**config.mk**
```make
export PLATFORM = sky130hd
export DESIGN_NAME = spiclk_gen
export DESIGN_NICKNAME = d
export VERILOG_FILES = /design/src/rtl/spiclk_pkg.sv /design/src/rtl/spiclk_rst_sync.sv /design/src/rtl/spiclk_phase_acc.sv /design/src/rtl/spiclk_edge_gen.sv /design/src/rtl/spiclk_gen.sv
export SDC_FILE = /design/constraint.sdc
export NUM_CORES = 1
export LEC_CHECK = 0
export ABC_AREA = 0
export BUFFER_PORTS_ARGS = -buffer_cell sky130_fd_sc_hd__buf_2
export CAP_MARGIN = 20
export CORE_MARGIN = 2
export CORE_UTILIZATION = 54
export CTS_CLUSTER_DIAMETER = 50
export DETAILED_ROUTE_END_ITERATION = 12
export PLACE_DENSITY = 0.78
export SLEW_MARGIN = 20
export SYNTH_ARGS = -nofsm -noshare
export SYNTH_HDL_FRONTEND = slang
export SYNTH_SLANG_ARGS = --single-unit
```
**constraint.sdc**
```tcl
create_clock -name clk_i -period 1.14 [get_ports clk_i]
set_clock_uncertainty 0.1 [all_clocks]
set_input_delay 0.228 -clock clk_i [delete_from_list [all_inputs] [get_ports clk_i]]
set_output_delay 0.228 -clock clk_i [all_outputs]
set_load 0.005 [all_outputs]
```
**src/rtl/spiclk_pkg.sv**
```systemverilog
package spiclk_pkg;

  // Edge direction of one serial clock transition, as seen on the pin.
  typedef struct packed {
    logic rise;
    logic fall;
  } spiclk_edge_t;

  localparam spiclk_edge_t SPICLK_NO_EDGE = '{rise: 1'b0, fall: 1'b0};

endpackage

```
**src/rtl/spiclk_rst_sync.sv**
```systemverilog
module spiclk_rst_sync #(
  parameter int STAGES = 2
) (
  input  logic clk_i,
  input  logic rst_ni,
  output logic rst_sync_no
);

  logic [STAGES-1:0] sync_q;
  logic [STAGES-1:0] sync_d;

  generate
    for (genvar g = 0; g < STAGES; g++) begin : g_stage
      if (g == 0) begin : g_first
        assign sync_d[g] = 1'b1;
      end else begin : g_next
        assign sync_d[g] = sync_q[g-1];
      end
    end
  endgenerate

  always_ff @(posedge clk_i or negedge rst_ni) begin
    if (!rst_ni) sync_q <= '0;
    else         sync_q <= sync_d;
  end

  assign rst_sync_no = sync_q[STAGES-1];

endmodule

```
**src/rtl/spiclk_phase_acc.sv**
```systemverilog
module spiclk_phase_acc #(
  parameter int ACC_W = 11
) (
  input  logic           clk_i,
  input  logic           rst_ni,
  input  logic           clr_i,
  input  logic [ACC_W:0] inc_i,
  input  logic           wrap_rst_i,
  output logic           carry_o
);

  logic [ACC_W-1:0] acc_q;
  logic [ACC_W-1:0] acc_d;
  logic [ACC_W:0]   sum;

  // inc_i is at most 2**ACC_W, so a single carry per cycle is the maximum.
  assign sum     = {1'b0, acc_q} + inc_i;
  assign carry_o = sum[ACC_W];

  always_comb begin
    acc_d = sum[ACC_W-1:0];
    if (clr_i) begin
      acc_d = '0;
    end else if (carry_o && wrap_rst_i) begin
      acc_d = '0;
    end
  end

  always_ff @(posedge clk_i or negedge rst_ni) begin
    if (!rst_ni) acc_q <= '0;
    else         acc_q <= acc_d;
  end

endmodule

```
**src/rtl/spiclk_edge_gen.sv**
```systemverilog
module spiclk_edge_gen
  import spiclk_pkg::*;
(
  input  logic clk_i,
  input  logic rst_ni,
  input  logic en_i,
  input  logic run_i,
  input  logic carry_i,
  input  logic cpol_i,
  input  logic cpha_i,
  output logic sclk_o,
  output logic launch_o,
  output logic latch_o
);

  logic         tog_q, tog_d;
  spiclk_edge_t edge_q, edge_d;
  logic         lvl_next;

  always_comb begin
    tog_d    = tog_q;
    edge_d   = SPICLK_NO_EDGE;
    lvl_next = 1'b0;
    if (!en_i) begin
      tog_d = 1'b0;
    end else if (carry_i) begin
      tog_d       = ~tog_q;
      lvl_next    = tog_d ^ cpol_i;
      edge_d.rise = run_i & lvl_next;
      edge_d.fall = run_i & ~lvl_next;
    end
  end

  always_ff @(posedge clk_i or negedge rst_ni) begin
    if (!rst_ni) begin
      tog_q  <= 1'b0;
      edge_q <= SPICLK_NO_EDGE;
    end else begin
      tog_q  <= tog_d;
      edge_q <= edge_d;
    end
  end

  assign sclk_o   = tog_q ^ cpol_i;
  assign launch_o = cpha_i ? edge_q.rise : edge_q.fall;
  assign latch_o  = cpha_i ? edge_q.fall : edge_q.rise;

endmodule

```
**src/rtl/spiclk_gen.sv**
```systemverilog
module spiclk_gen #(
  parameter int FCW_W       = 16,
  parameter int ACC_W       = 11,
  parameter int SYNC_STAGES = 2,
  parameter bit DBL_RATE_EN = 1'b1
) (
  input  logic             clk_i,
  input  logic             rst_ni,
  input  logic             run_i,
  input  logic             gate_idle_i,
  input  logic [FCW_W-1:0] fcw_i,
  input  logic             wrap_rst_i,
  input  logic             dbl_rate_i,
  input  logic             cpol_i,
  input  logic             cpha_i,
  output logic             sclk_o,
  output logic             launch_o,
  output logic             latch_o
);

  localparam logic [FCW_W:0] FULL_SCALE = (FCW_W+1)'(1) << ACC_W;

  logic             rst_sync_n;
  logic             en;
  logic             carry;
  logic [FCW_W:0]   inc_scaled;
  logic [ACC_W:0]   inc_eff;

  spiclk_rst_sync #(.STAGES(SYNC_STAGES)) u_rst (
    .clk_i       (clk_i),
    .rst_ni      (rst_ni),
    .rst_sync_no (rst_sync_n)
  );

  generate
    if (DBL_RATE_EN) begin : g_dbl
      assign inc_scaled = dbl_rate_i ? {fcw_i, 1'b0} : {1'b0, fcw_i};
    end else begin : g_single
      logic unused_dbl;
      assign unused_dbl = dbl_rate_i;
      assign inc_scaled = {1'b0, fcw_i};
    end
  endgenerate

  always_comb begin
    if (inc_scaled >= FULL_SCALE) inc_eff = FULL_SCALE[ACC_W:0];
    else                          inc_eff = inc_scaled[ACC_W:0];
  end

  assign en = run_i | ~gate_idle_i;

  spiclk_phase_acc #(.ACC_W(ACC_W)) u_acc (
    .clk_i      (clk_i),
    .rst_ni     (rst_sync_n),
    .clr_i      (~en),
    .inc_i      (inc_eff),
    .wrap_rst_i (wrap_rst_i),
    .carry_o    (carry)
  );

  spiclk_edge_gen u_edge (
    .clk_i    (clk_i),
    .rst_ni   (rst_sync_n),
    .en_i     (en),
    .run_i    (run_i),
    .carry_i  (carry),
    .cpol_i   (cpol_i),
    .cpha_i   (cpha_i),
    .sclk_o   (sclk_o),
    .launch_o (launch_o),
    .latch_o  (latch_o)
  );

endmodule

```
-- After elaboration in Yosys (flattened, before gate mapping)
Cells that the tools add are included.
- memory bits (writable): 0
- logic and storage cells: 27
- input bits: 24
- bits in registers: 16
- output and inout port bits: 3
- latch bits: 0
- memories: 0
- memory bits (read-only): 0
- add/sub/neg operators: 1
- multiplexer cells: 10
- shift-type cells: 0
- reductions and logical operators: 1
- multiply operators: 0
- magnitude comparators: 1
- bitwise logic cells: 8
- equality and inequality tests: 1
- div/mod/pow operators: 0
- operator list (cell ; number):
    2-to-1 mux 11 bit ; 2
    greater-or-equal comparator 17 x 12 -> 1 bit, second input constant ; 1
    2-to-1 mux 17 bit ; 1
    adder 11 x 12 -> 12 bit ; 1
    2-to-1 mux 12 bit ; 1
    2-to-1 mux 1 bit ; 4
    2-to-1 mux 2 bit ; 2
    inverter 1 bit ; 3
    AND 1 bit ; 2
    != test 2 bit, second input constant ; 1
    bitwise XOR 1 bit ; 2
    logical AND 1 bit ; 1
    bitwise OR 1 bit ; 1

-- Depth between registers and ports, before layout
- word-level depth: 7
- mapped depth: 12
- depth with buffers taken out: 11

-- Modules after synthesis
A second synthesis with hierarchy kept.
- cell total of the unflattened synthesis: 132
- area total of the unflattened synthesis: 1283.7 sq um
- by module, submodules not included (module ; instances ; cells each ; sequential area each (sq um) ; area an instance (sq um)):
    spiclk_phase_acc ; 1 ; 89 ; 275.3 ; 825.8
    spiclk_gen ; 1 ; 29 ; 0.0 ; 265.3
    spiclk_edge_gen ; 1 ; 11 ; 75.1 ; 138.9
    spiclk_rst_sync ; 1 ; 3 ; 50.0 ; 53.8

-- Least setup slack after synthesis
No wires, ideal clock.
- path kind: input port to flip-flop
- start: input fcw_i[15]
- end: register u_acc.acc_q[10]
- library setup time: 127 ps
- arrival: 2374 ps
- cell stages on the path: 12
- path buffers: 2
- setup slack: -1461 ps
- cell sequence: nor4_1 > and2_1 > buf_2 > nand2b_1 > inv_1 > ha_1 > a211o_1 > a211o_1 > and2_1 > o211ai_2 > buf_4 > nor3b_2
- word-level cells in the longest chain between the ends: 7
- ends and longest elaborated chain (item ; line ; RTL):
    start: declaration ; spiclk_gen.sv:11 ; input logic [FCW_W-1:0] fcw_i,
    2-to-1 mux 17 bit (*) ; spiclk_gen.sv:37 ; assign inc_scaled = dbl_rate_i ? {fcw_i, 1'b0} : {1'b0, fcw_i};
    greater-or-equal comparator 17 x 12 -> 1 bit (*) ; spiclk_gen.sv:46 ; if (inc_scaled >= FULL_SCALE) inc_eff = FULL_SCALE[ACC_W:0];
    2-to-1 mux 12 bit (*) ; spiclk_gen.sv:46 ;
    adder 11 x 12 -> 12 bit (*) ; spiclk_phase_acc.sv:17 ; assign sum = {1'b0, acc_q} + inc_i;
    logical AND 1 bit ; spiclk_phase_acc.sv:24 ; end else if (carry_o && wrap_rst_i) begin
    2-to-1 mux 11 bit (*) ; spiclk_phase_acc.sv:24 ;
    2-to-1 mux 11 bit (*) ; spiclk_phase_acc.sv:22 ; if (clr_i) begin
    via u_acc.acc_d[10] ; spiclk_phase_acc.sv:13 ; logic [ACC_W-1:0] acc_d;
    end signal: assignment ; spiclk_phase_acc.sv:30 ; if (!rst_ni) acc_q <= '0;
    end signal: assignment ; spiclk_phase_acc.sv:31 ; else acc_q <= acc_d;
    end: declaration ; spiclk_phase_acc.sv:12 ; logic [ACC_W-1:0] acc_q;
Mark *: on every way through the listed nets, which the timed path passes. The rest lies on a longest branch.
A chain may end at the register's enable or synchronous reset.

-- Final worst setup path
- start: input fcw_i[15]
- end: register u_acc.acc_q[8]
Same word-level chain as after synthesis.

==> results.md <==
Yosys:
- Counting flops with an async set or reset pin after synthesis yields a share of 100%.
- Dividing the synthesized area by the synthesized cell count gives 9.03 µm².
- The number of distinct standard cells referenced by the synthesized netlist is 35.
- The count of synthesis-stage warnings from yosys is 0.
- The synthesized instance count is 143.
- For this run, the leading register cell type out of synthesis is dfrtp_1.
- In this run the cell area of the synthesized design comes to 1290 µm².
- Counting flops with a built-in enable in the synthesized netlist gives 0.
- When the netlist entered floorplanning its net count stood at 179.
- The number of synthesized register bits is 16.
- The proportion of synthesized chip area in sequential cells is 31.0%.

Power and ir drop:
- The static leakage is 0.989 nW.
- IR analysis of the VDD net gives a maximum drop of 0.000750 V.
- The total power per unit cell area is 684 nW/µm².

Routing:
- In this run the remaining antenna-violating nets after routing total 0.
- The routed length per instance is 20.9 µm.
- The detailed-route via count is 1463.
- The length of the first detailed-routing pass in iterations is 4.
- The overall routed net length is 4870 µm.
- The detailed router's first-iteration violation count is 49.
- In the routed design, unresolved DRC markers number 0.
- Using the TritonRoute via totals, the vias-per-cell ratio works out to 6.28.

STA:
- The count of final hold-check violations is 0.
- Setup repair after global routing could not meet its margin everywhere.
- The final critical-path share of the clock period is 215%.
- The count of final max-slew check failures came to 0.
- The worst-case setup margin in the final layout is -1.31 ns.
- The number of setup violations in the final report is 17.
- Subtracting the final worst setup slack from the clock period gives 2.45 ns.
- For this run, the top clock speed supported by timing is 0.408 GHz.

Finish:
- The final cell count without fillers is 233.
- The share of layout cells above drive strength 1 is 49.8%.
- From synthesis to final layout, the design area changed by 53.8%.
- For this run, the post-layout net count is 242.
- The number of antenna cells inserted is 0.
- The count of fill cells added during filler insertion is 104.

Clocking:
- The worst-skew pair later-pin latency is 0.31 ns.
- The clock passes through at most 2 buffers.
- The clock slew seen by the registers of the worst setup and hold paths is 0.12 ns.
- In this run the number of H-tree levels came out at 1.
- The tree is rooted in a clkbuf_4.
- The clock tree from TritonCTS is done.
- The number of clock sinks seen by CTS is 16.
- The total clock buffers created by CTS is 3.

Die:
- The width of the die is 52.9 µm.
- The floorplan step set the die height to 52.9 µm.
- The die area is 2800 µm².
- 27 I/O pins were placed.
- The initial standard-cell utilization of the core is 57.8%.
- The core region is 2230 µm².
- The row count is 17.

Outcome:
- The run finished, with violations left.
- The final reports fail on negative setup slack.

GRT:
- The pin count of the biggest net entering global routing is 11.
- The wire length of the first global-routing pass is 5710 µm.
- The number of global-route vias before repair is 1317.
- The total congestion overflow is 0.
- The number of antenna violations at the first check in global routing is 0.
- The total track usage is 28.4%.

Place:
- At the placement stage, the worst setup path has a slack of -1.53 ns.
- The congestion estimate from routability-driven global placement came to 0.893.
- Once placement completed, the tool counted placed cells totaling 219.
- After legalization and detailed placement, the total HPWL measured 2710 µm.
- Input and output buffers added on the ports amount to 26.

Worst setup path:
- STA classifies the critical path startpoint as an input port.
- The critical path is of the input port to flop type.
- The data arrival time at the worst-slack endpoint is 2.56 ns.
- The worst path required time is 1.24 ns.
- The most critical setup path has its startpoint at fcw_i[15].
- The beginning of the worst register-to-register path is u_acc.acc_q[2].
- Of all nets on the critical path, the largest fanout is 6.
- The sort of element at the end of the critical path is a flop.

Min path:
- The worst min-delay path class is flop to async pin.

Job:
- The number of max-capacitance violations reported is 0.
==> metal layers <==
layer / global-route usage, % / wire [µm] / vias up
met5: 0 / 0 / -
met2: 53.1 / 2600 / 95
met1: 32.0 / 1720 / 707
met4: 10.7 / 255 / 0
li1: - / - / 634
met3: 4.24 / 307 / 27
==> Yosys cell counts (4+ instances only) <==
library cell | n | area share (%)
nor2b_1 | 4 | 1.9
o21ai_0 | 7 | 2.7
nor2_1 | 20 | 5.8
mux2i_1 | 11 | 8.5
inv_1 | 6 | 1.7
a21oi_1 | 10 | 3.9
ha_1 | 11 | 11
dfrtp_1 | 16 | 31
nand2_1 | 8 | 2.3
==> area by class of cell <==
cell class / instances / area, µm² / area share [%]
Clock buffer: 4 / 36.3 / 1.83
Inverter: 6 / 25.0 / 1.26
Multi-Input combinational cell: 116 / 1040 / 52.5
Sequential cell: 16 / 400 / 20.2
Tap cell: 28 / 35.0 / 1.76
Timing Repair Buffer: 63 / 447 / 22.5
==> state kept, by name, summed over array words and instances, names as in the netlist <==
register	flops
u_edge.tog_q	1
u_edge.edge_q	2
u_rst.sync_q	2
u_acc.acc_q	11
==> worst max-delay path, stage by stage <==
cell	delay, ns
buf_6	0.10
nor4_4	0.36
nand2_4	0.12
nor3b_2	0.18
ha_2	0.21
inv_1	0.06
fa_2	0.37
nor2b_4	0.18
o2111ai_4	0.20
a41oi_2	0.27
o21ai_0	0.10
nor3b_2	0.16
==> cell usage in the layout (no fill, tap or decap), types with 3 or more instances in the layout <==
master / instances
nand4_1: 3
mux2i_1: 11
o21ai_0: 6
buf_2: 22
dfrtp_1: 16
nor2_4: 4
a21oi_2: 4
nor2b_1: 3
nor2_1: 13
nor2_2: 3
nand2_1: 7
clkbuf_4: 3
inv_1: 5
a21oi_1: 7
a21o_1: 3
nor3b_2: 4
xnor2_1: 3
ha_1: 8
buf_4: 33
buf_6: 7
==> final timing paths <==
kind                              endpoint  slack, ns  depth (start not counted)
max in group asynchronous   u_acc.acc_q[1]       0.72                          1
min reg2reg                u_acc.acc_q[10]       0.07                          1
min                        u_acc.acc_q[10]       0.07                          1
min in group clk_i            u_edge.tog_q       0.11                          3
max reg2reg                 u_acc.acc_q[4]      -1.09                          7
max                         u_acc.acc_q[8]      -1.31                         12
==> stage by stage <==
stage                     util [%]  setup TNS, ns  cell area [µm²]  hold WS [ns]  power [W]
after floorplan                  -         -16.99             1360        -0.168   0.000746
after global placement        75.5         -19.89             1690       -0.0865   0.000851
after detailed placement      75.5         -20.90             1690       -0.0841   0.000863
after CTS                     81.0         -16.71             1810        0.0711    0.00129
after global routing          88.9         -19.41             1990        0.0904    0.00142
final                         88.9         -18.18             1990        0.0680    0.00136
==> repair_timing <==
item | in CTS | in global routing
endpoints found under the setup margin | 17 | 17
hold buffers | 1 | 0
resized for setup | 14 | 26
pin swaps | 2 | 15
setup buffers | 2 | 7
endpoints found under the hold margin | 2 | 0
==> report_power, final <==
| group | total, W | internal [W] | switching (W) |
|---|---|---|---|
| logic | 0.000338 | 0.000183 | 0.000156 |
| clock network | 0.000415 | 0.000195 | 0.000219 |
| registers | 0.000604 | 0.000589 | 0.0000151 |
| total | 0.00136 | 0.000967 | 0.000390 |
==> cell families after synthesis <==
group	count (synthesis)	share of synthesized area (%)
buffers and inverters	11	3.78
flip-flops	16	31.0
AND/OR/NAND/NOR	53	21.7
other	1	0.290
adder cells (fa/ha/maj)	12	12.2
AO/OA/AOI/OAI	30	14.9
XOR/XNOR	7	5.81
multiplexers	13	10.3
(Power assumes the default switching activity.)
